<file path="src/rtl/alu_pkg.sv">
package alu_pkg;

  typedef enum logic [3:0] {
    OP_AND  = 4'h0,
    OP_OR   = 4'h1,
    OP_XOR  = 4'h2,
    OP_XNOR = 4'h3,
    OP_ADDU = 4'h4,
    OP_ADDS = 4'h5,
    OP_ADDC = 4'h6,
    OP_MULS = 4'h7,
    OP_MULU = 4'h8,
    OP_SUB  = 4'h9,
    OP_ROL  = 4'hA,
    OP_RLC  = 4'hB,
    OP_LSR  = 4'hC,
    OP_ASR  = 4'hD,
    OP_LSL  = 4'hE,
    OP_BCD  = 4'hF
  } aluOp_e;

  // Strobes from the decoder to the datapath and flag logic
  typedef struct packed {
    logic wide;      // double-width result on hi:lo
    logic keepCout;  // carry flag defined
    logic keepOvf;   // overflow flag defined
    logic signN;     // negative flag follows the result sign bit
  } aluCtrl_t;

endpackage

</file>
<file path="src/rtl/alu_ctrl.sv">
module alu_ctrl
  import alu_pkg::*;
(
  input  logic [3:0] opCode,
  output aluCtrl_t   ctrl
);

  aluOp_e op;
  assign op = aluOp_e'(opCode);

  always_comb begin
    ctrl = '0;
    unique case (op)
      OP_ADDU, OP_ADDC, OP_SUB, OP_RLC, OP_LSR: ctrl.keepCout = 1'b1;
      OP_ADDS: begin
        ctrl.keepOvf = 1'b1;
        ctrl.signN   = 1'b1;
      end
      OP_MULS: begin
        ctrl.wide  = 1'b1;
        ctrl.signN = 1'b1;
      end
      OP_MULU, OP_BCD: ctrl.wide = 1'b1;
      OP_ASR: begin
        ctrl.keepCout = 1'b1;
        ctrl.signN    = 1'b1;
      end
      OP_LSL: begin
        ctrl.keepCout = 1'b1;
        ctrl.keepOvf  = 1'b1;
        ctrl.signN    = 1'b1;
      end
      default: ctrl = '0;
    endcase
  end

endmodule

</file>
<file path="src/rtl/alu_datapath.sv">
module alu_datapath
  import alu_pkg::*;
#(
  parameter int W = 8
) (
  input  logic [W-1:0] a,
  input  logic [W-1:0] b,
  input  logic         cin,
  input  logic [3:0]   opCode,
  output logic [W-1:0] rawLo,
  output logic [W-1:0] rawHi,
  output logic         rawCout,
  output logic         rawOvf
);

  localparam int PW = 2 * W;
  localparam int ND = PW / 4;

  aluOp_e op;
  assign op = aluOp_e'(opCode);

  logic [W:0]    sumAB;
  logic [W:0]    sumABC;
  logic [W:0]    diffAB;
  logic [PW-1:0] extA, extB, prodS, prodU, bcdVal;

  assign sumAB  = {1'b0, a} + {1'b0, b};
  assign sumABC = sumAB + {{W{1'b0}}, cin};
  assign diffAB = {1'b0, a} - {1'b0, b};
  assign extA   = {{W{a[W-1]}}, a};
  assign extB   = {{W{b[W-1]}}, b};
  assign prodS  = extA * extB;
  assign prodU  = {{W{1'b0}}, a} * {{W{1'b0}}, b};

  // decimal digits of {b,a}, most significant first
  always_comb begin
    logic [PW-1:0] pair;
    pair   = {b, a};
    bcdVal = '0;
    for (int d = ND - 1; d >= 0; d--) begin
      bcdVal = bcdVal * PW'(10) + PW'(pair[d*4 +: 4]);
    end
  end

  always_comb begin
    rawLo   = '0;
    rawHi   = '0;
    rawCout = 1'b0;
    rawOvf  = 1'b0;
    unique case (op)
      OP_AND:  rawLo = a & b;
      OP_OR:   rawLo = a | b;
      OP_XOR:  rawLo = a ^ b;
      OP_XNOR: rawLo = ~(a ^ b);
      OP_ADDU: {rawCout, rawLo} = sumAB;
      OP_ADDS: begin
        rawLo  = sumAB[W-1:0];
        rawOvf = (a[W-1] == b[W-1]) && (sumAB[W-1] != a[W-1]);
      end
      OP_ADDC: {rawCout, rawLo} = sumABC;
      OP_MULS: {rawHi, rawLo} = prodS;
      OP_MULU: {rawHi, rawLo} = prodU;
      OP_SUB: begin
        rawLo   = diffAB[W-1:0];
        rawCout = diffAB[W];
      end
      OP_ROL:  rawLo = {a[W-2:0], a[W-1]};
      OP_RLC:  {rawCout, rawLo} = {a, cin};
      OP_LSR:  {rawLo, rawCout} = {1'b0, a};
      OP_ASR:  {rawLo, rawCout} = {a[W-1], a};
      OP_LSL: begin
        {rawCout, rawLo} = {a, 1'b0};
        rawOvf = a[W-1] ^ a[W-2];
      end
      OP_BCD:  {rawHi, rawLo} = bcdVal;
      default: rawLo = '0;
    endcase
  end

endmodule

</file>
<file path="src/rtl/alu_flags.sv">
module alu_flags
  import alu_pkg::*;
#(
  parameter int W = 8
) (
  input  aluCtrl_t     ctrl,
  input  logic [W-1:0] resLo,
  input  logic [W-1:0] resHi,
  input  logic         rawCout,
  input  logic         rawOvf,
  output logic         zeroFlag,
  output logic         carryFlag,
  output logic         ovfFlag,
  output logic         negFlag,
  output logic         anyFlag,
  output logic         palFlag,
  output logic         primeFlag
);

  // trial divisors up to the square root of the largest value
  localparam int MAXDIV = 1 << (W / 2);

  assign zeroFlag  = (resLo == '0) && (!ctrl.wide || resHi == '0);
  assign carryFlag = ctrl.keepCout & rawCout;
  assign ovfFlag   = ctrl.keepOvf & rawOvf;
  assign negFlag   = ctrl.signN & resLo[W-1];
  assign anyFlag   = zeroFlag | carryFlag | ovfFlag;

  always_comb begin
    palFlag = 1'b1;
    for (int i = 0; i < W / 2; i++) begin
      if (resLo[i] != resLo[W-1-i]) palFlag = 1'b0;
    end
  end

  always_comb begin
    primeFlag = (resLo > W'(1));
    for (int d = 2; d <= MAXDIV; d++) begin
      if ((resLo > W'(d)) && ((resLo % W'(d)) == '0)) primeFlag = 1'b0;
    end
  end

endmodule

</file>
<file path="src/rtl/alu_flagged.sv">
module alu_flagged
  import alu_pkg::*;
#(
  parameter int W = 8
) (
  input  logic [W-1:0] opA,
  input  logic [W-1:0] opB,
  input  logic         carryIn,
  input  logic [3:0]   opCode,
  output logic [W-1:0] resLo,
  output logic [W-1:0] resHi,
  output logic         zeroFlag,
  output logic         carryFlag,
  output logic         ovfFlag,
  output logic         negFlag,
  output logic         anyFlag,
  output logic         palFlag,
  output logic         primeFlag
);

  aluCtrl_t     ctrl;
  logic [W-1:0] rawHi;
  logic         rawCout, rawOvf;

  alu_ctrl u_ctrl (
    .opCode (opCode),
    .ctrl   (ctrl)
  );

  alu_datapath #(.W(W)) u_dp (
    .a       (opA),
    .b       (opB),
    .cin     (carryIn),
    .opCode  (opCode),
    .rawLo   (resLo),
    .rawHi   (rawHi),
    .rawCout (rawCout),
    .rawOvf  (rawOvf)
  );

  assign resHi = ctrl.wide ? rawHi : '0;

  alu_flags #(.W(W)) u_flags (
    .ctrl      (ctrl),
    .resLo     (resLo),
    .resHi     (resHi),
    .rawCout   (rawCout),
    .rawOvf    (rawOvf),
    .zeroFlag  (zeroFlag),
    .carryFlag (carryFlag),
    .ovfFlag   (ovfFlag),
    .negFlag   (negFlag),
    .anyFlag   (anyFlag),
    .palFlag   (palFlag),
    .primeFlag (primeFlag)
  );

endmodule

</file>
<file path="config.mk">
export PLATFORM = sky130hd
export DESIGN_NAME = alu_flagged
export DESIGN_NICKNAME = d
export VERILOG_FILES = /design/src/rtl/alu_pkg.sv /design/src/rtl/alu_ctrl.sv /design/src/rtl/alu_datapath.sv /design/src/rtl/alu_flags.sv /design/src/rtl/alu_flagged.sv
export SDC_FILE = /design/constraint.sdc
export NUM_CORES = 1
export LEC_CHECK = 0
export ABC_AREA = 1
export ABC_CLOCK_PERIOD_IN_PS = 24600
export BUFFER_PORTS_ARGS = -buffer_cell sky130_fd_sc_hd__buf_4
export CAP_MARGIN = 20
export CORE_MARGIN = 8
export CORE_UTILIZATION = 55
export DETAILED_ROUTE_END_ITERATION = 7
export GPL_TIMING_DRIVEN = 0
export PLACE_DENSITY = 0.82
export SLEW_MARGIN = 20
export SYNTH_ARGS = -nofsm -noshare
export SYNTH_HDL_FRONTEND = slang
export SYNTH_SLANG_ARGS = --single-unit
</file>
<file path="constraint.sdc">
create_clock -name vclk -period 24.6
set_clock_uncertainty 0.1 [all_clocks]
set_input_delay 4.92 -clock vclk [all_inputs]
set_output_delay 4.92 -clock vclk [all_outputs]
set_load 0.005 [all_outputs]
</file>
* Word-level counts from Yosys, hierarchy flattened
Cells that the tools add are included.
** Cells by class
- Add/subtract/negate cells :: 6
- Multipliers :: 5
- Div/mod/pow operators :: 11
- Magnitude comparators :: 16
- Equality and inequality tests :: 21
- Muxes and demuxes :: 28
- Bitwise logic cells :: 10
- Reductions and logical operators :: 44
** Operators with widths (count)
- $logic_not 8->1 :: 17
- $pmux 8 s15 :: 1
- $gt 8x4->1 const B :: 8
- $mod 8x4->8 const B :: 7
- $add 16x4->16 :: 3
- $eq 4x4->1 const B :: 8
- $gt 8x3->1 const B :: 4
- $mul 16x3->15 const B :: 2
- $mul 8x8->16 :: 2
- $mod 8x3->8 const B :: 3
- $pmux 8 s3 :: 1
- $mux 1 :: 23
- $logic_and 1x1->1 :: 17
- $eq 4x3->1 const B :: 4
- $gt 8x2->1 const B :: 2
- $add 8x8->9 :: 1
- $add 9x1->9 :: 1
- $sub 8x8->9 :: 1
- $and 8x8->8 :: 1
- $eq 4x2->1 const B :: 2
- $gt 8x1->1 const B :: 1
- $gt 8x5->1 const B :: 1
- $mod 8x2->8 const B :: 1
- $mux 8 :: 1
- other kinds (19) :: 29
** Word-level totals
- Register bits :: 0
- Input bits :: 21
- Output and inout port bits :: 23
- Word-level logic and storage cells :: 141

* Logic depth before layout (Yosys ltp)
- Word-level depth :: 24
- Mapped depth :: 59

* By module
A second synthesis with hierarchy kept.
** Second synthesis, totals
- Cell total of the unflattened synthesis :: 2067
- Area total of the unflattened synthesis :: 12509.5 um2
** Modules (own cells, without submodules)
- alu_datapath :: instances 1, cells an instance 1196, area each 8135.3 um2
- alu_flags :: instances 1, cells an instance 835, area each 4225.3 um2
- alu_ctrl :: instances 1, cells an instance 19, area each 83.8 um2
- alu_flagged :: instances 1, cells an instance 17, area each 65.1 um2

* Worst setup path after synthesis
OpenSTA, ideal clock, no wires.
- Kind :: input to output
- Start point :: input port opB[4]
- End point :: output port primeFlag
- Data arrival time :: 11.352 ns
- Required time :: 19.580 ns
- Path slack :: 8.228 ns
- Cell stages on the path :: 50
- Cells stage by stage :: ha_1 ha_1 a21oi_1 inv_1 a31oi_1 or2_2 nand2_1 inv_1 ha_1 inv_1 fa_1 xor2_1 inv_1 ha_1 ha_1 a21oi_1 nand3_1 nand2_1 [... 14 more ...] nand3_1 inv_1 ha_1 nor2_1 inv_1 nand2_1 nand2_1 ha_1 nor3_1 nor2_1 nor2_1 nand3_1 nand2_1 nor2_1 nand2_1 nor2_2 nand4_1 nor2_1
** On the way
- Word-level cells in the longest chain between the ends :: 24
** RTL lines
- start: declaration :: RTL line alu_flagged.sv:7 : input logic [W-1:0] opB,
- $mul 4x3->7 :: RTL line alu_datapath.sv:41 : bcdVal = bcdVal * PW'(10) + PW'(pair[d*4 +: 4]);
- $add 16x4->16 :: RTL line alu_datapath.sv:41
- $mul 16x3->15 :: RTL line alu_datapath.sv:41
- $add 16x4->16 :: RTL line alu_datapath.sv:41
- $mul 16x3->15 :: RTL line alu_datapath.sv:41
- $add 16x4->16 :: RTL line alu_datapath.sv:41
- $pmux 8 s15 (*) :: RTL line alu_datapath.sv:50 : unique case (op)
- via resLo[7] :: RTL line alu_flagged.sv:10 : output logic [W-1:0] resLo,
- $mod 8x2->8 / $gt 8x2->1 (equally long branches) :: RTL line alu_flags.sv:39 : if ((resLo > W'(d)) && ((resLo % W'(d)) == '0)) primeFlag = 1'b0;
- $logic_not 8->1 / $logic_and 1x1->1 (equally long branches) :: RTL line alu_flags.sv:39
- $logic_and 1x1->1 / $mux 1 (equally long branches) :: RTL line alu_flags.sv:39
- $mux 1 (13 in series) :: RTL line alu_flags.sv:39
- $mux 1 (*) :: RTL line alu_flags.sv:39
- end: declaration :: RTL line alu_flagged.sv:18 : output logic primeFlag
Mark *: on every way through the listed nets, which the timed path passes. The rest lies on a longest branch.

* Final worst setup path
- Start point :: input port opA[2]
- End point :: output port primeFlag
** On the way
- Word-level cells in the longest chain between the ends :: 20
** RTL lines
- start: declaration :: RTL line alu_flagged.sv:6 : input logic [W-1:0] opA,
- branches (longest 2 deep; another with $mul 8x8->16)
- $pmux 8 s15 (*) :: RTL line alu_datapath.sv:50
- $mod 8x2->8 / $gt 8x2->1 (equally long branches) :: RTL line alu_flags.sv:39
- $logic_not 8->1 / $logic_and 1x1->1 (equally long branches) :: RTL line alu_flags.sv:39
- $logic_and 1x1->1 / $mux 1 (equally long branches) :: RTL line alu_flags.sv:39
- $mux 1 (13 in series) :: RTL line alu_flags.sv:39
- $mux 1 (*) :: RTL line alu_flags.sv:39
Mark *: on every way between the ends.

==> flow_summary.yaml <==
hold_path:
  hold_path_end: "negFlag"
  whs_path_depth: 4
  hp-start: "opCode[0]"
  worst_hold_path_type: "in2out"
yosys:
  synth_top_cell_by_area: "ha_1"
  syn_inst: 1949
  syn_nets: 2228
  yosys.cell_types.count: 63
  yosys-top-cells-area: "ha_1, nand2_1, fa_1"
  synth_area_mm2: 0.0119
  synth_top_area_share_pct: 17.3
  synth_most_common_cell: "nand2_1"
  yosys_warnings: 0
  synth_area_per_cell_um2: 6.13
  seq_area_frac_synth_pct: 0
  synthTopCellsByCount: "nand2_1, inv_1, nor2_1"
detailed_routing:
  antenna_left: 0
  dr.pass1.iters: 6
  drt_iter0_markers: 1119
  viasPerCell: 5.65
  wl_per_cell_um: 15.4
  vias: 12800
  wl_um: 35000
  drcViolationCount: 0
clock_network:
  post_cts_buffers: 0
  cts_resized: 0
  cts_hold_buffers: 0
floorplanning:
  dieWidth_um: 163
  dieArea_mm2: 0.0267
  io_pins: 44
  die_h_um: 163
  rows: 54
  core_mm2: 0.0216
  start_util_pct: 55.4
layout:
  utilization_pct: 58.6
  regArea_um2: 0
  fin_nets: 2274
  nClkBuffers: 0
  seq_cells: 0
  drive_gt1_share_pct: 10.9
  fillers: 2093
  syn_to_final_growth_pct: 5.70
  diodes: 0
  layoutNonFillerInstCount: 2273
global_route:
  grt_pass1_vias: 12200
  grt_max_degree: 21
  grt_usage_pct: 26.2
  grt_remaining_overflow: 0
  antenna_found_initial: 0
  grt_pass1_wl_um: 58400
worst_setup_path:
  cp.depth: 45
  cp_num_buf_inv: 10
  path_class: "in2out"
  critPathLaunchType: "input pin"
  critPathSlowestCell: "clkbuf_1"
  arrival_ns: 12.87
  cp_max_fo: 10
  worstSetupEndpointType: "output pin"
  cp_common_cell: "nor2_1"
  max_stage_delay_ns: 0.57
  critPathTopFamily: "simple AND/OR/NAND/NOR gates"
  worstPathRequired_ns: 19.58
timing:
  drv_slew: 0
  finalHoldViolCount: 0
  relSlewSlack_pct: 21.6
  fin_crit_sh_pct: 72.7
  setup_viol: 0
  finalWorstSetupSlack_ns: 6.71
  fmax_mhz: 55.9
  rsz0062_at_grt: "false"
  tns_ns: 0
  worst_slew_pin_slew_ns: 1.18
  fin_crit_ns: 17.89
pwr:
  power.static_leakage_nw: 7.35
  power.density_mw_per_mm2: 126
  pwr-share-comb_pct: 100.0
  p_int_mw: 0.569
  p_sw_share_pct: 64.3
  seqPwrFrac_pct: 0
  p_sw_mw: 1.02
  p_total_mw: 1.59
  clkPwrFrac_pct: 0
  ir_drop_mv: 0.149
flow_run:
  maxCapViolations: 0
place:
  place_ws_ns: 6.91
  placed_cells: 2273
  post-dp-hpwl_um: 29500
  place.gp.congestion: 0.980
  io_buffers: 44
outcome:
  outcome: "completed"
worst max-delay path by stage:
stage,from,end,slack (ns)
floorplan,opB[4],primeFlag,8.23
global placement,opB[6],primeFlag,7.08
detailed placement,opA[1],primeFlag,6.91
CTS,opA[1],primeFlag,6.89
global route,opB[6],primeFlag,6.16
finish,opA[2],primeFlag,6.71
power by group through the flow:
stage | clock (mW) | sequential, mW | combinational, mW
floorplan | 0 | 0 | 1.26
global placement | 0 | 0 | 1.51
detailed placement | 0 | 0 | 1.56
CTS | 0 | 0 | 1.57
global route | 0 | 0 | 1.82
finish | 0 | 0 | 1.59
kinds of logic (layout without fill, tap and decap cells):
| family | count (synthesis) | after routing | share of synthesized area [%] |
|---|---|---|---|
| AOI/OAI and AO/OA | 198 | 198 | 10.1 |
| and+or+nand+nor | 1039 | 1039 | 40.0 |
| xor gates and xnor gates | 47 | 47 | 3.45 |
| other | 1 | 1 | 0.0314 |
| buffers and inverters | 406 | 450 | 13.6 |
| adders and majority gates | 258 | 258 | 32.9 |
cells in the final DEF, fill, tap and decap left out, types with 8 or more instances in the layout:
master    Yosys  routed
nand2_1     512     512
inv_1       329     329
nor2_1      167     167
nand3_1     166     166
ha_1        165     165
fa_1         93      93
nand2_2      63      63
a21oi_1      60      60
buf_4         7      51
o21ai_0      51      51
nand4_1      39      39
xor2_1       38      38
inv_2        25      25
clkbuf_1     20      20
nand3_2      15      15
nor2_2       14      14
nand3b_1     14      14
o21ai_1      14      14
nor3_1       12      12
o21bai_1     10      10
a31oi_1      10      10
xnor2_1       9       9
o211ai_1      8       8
per-stage QoR:
stage | hold WS, ns | instance area (µm²)
final | 10.18 | 12600
after global routing | 10.19 | 12600
after floorplan | 9.87 | 11900
after global placement | 10.17 | 12600
after detailed placement | 10.18 | 12600
after CTS | 10.18 | 12600
per-layer routing:
layer,routed length [µm],up-vias,global-route usage (%)
met1,15500,5906,36.3
met3,3150,79,3.10
met5,0,-,0
met4,973,0,7.71
li1,-,6299,-
met2,15400,555,42.1
final cells by class:
type,instances,area (µm²),share of cell area [%]
well taps,280,350,2.78
inverters,363,1370,10.9
plain buffers,43,253,2.00
multi-input cells,1543,10300,81.7
repair buffers,44,330,2.62
No activity file was read; power rests on OpenSTA's default activity.
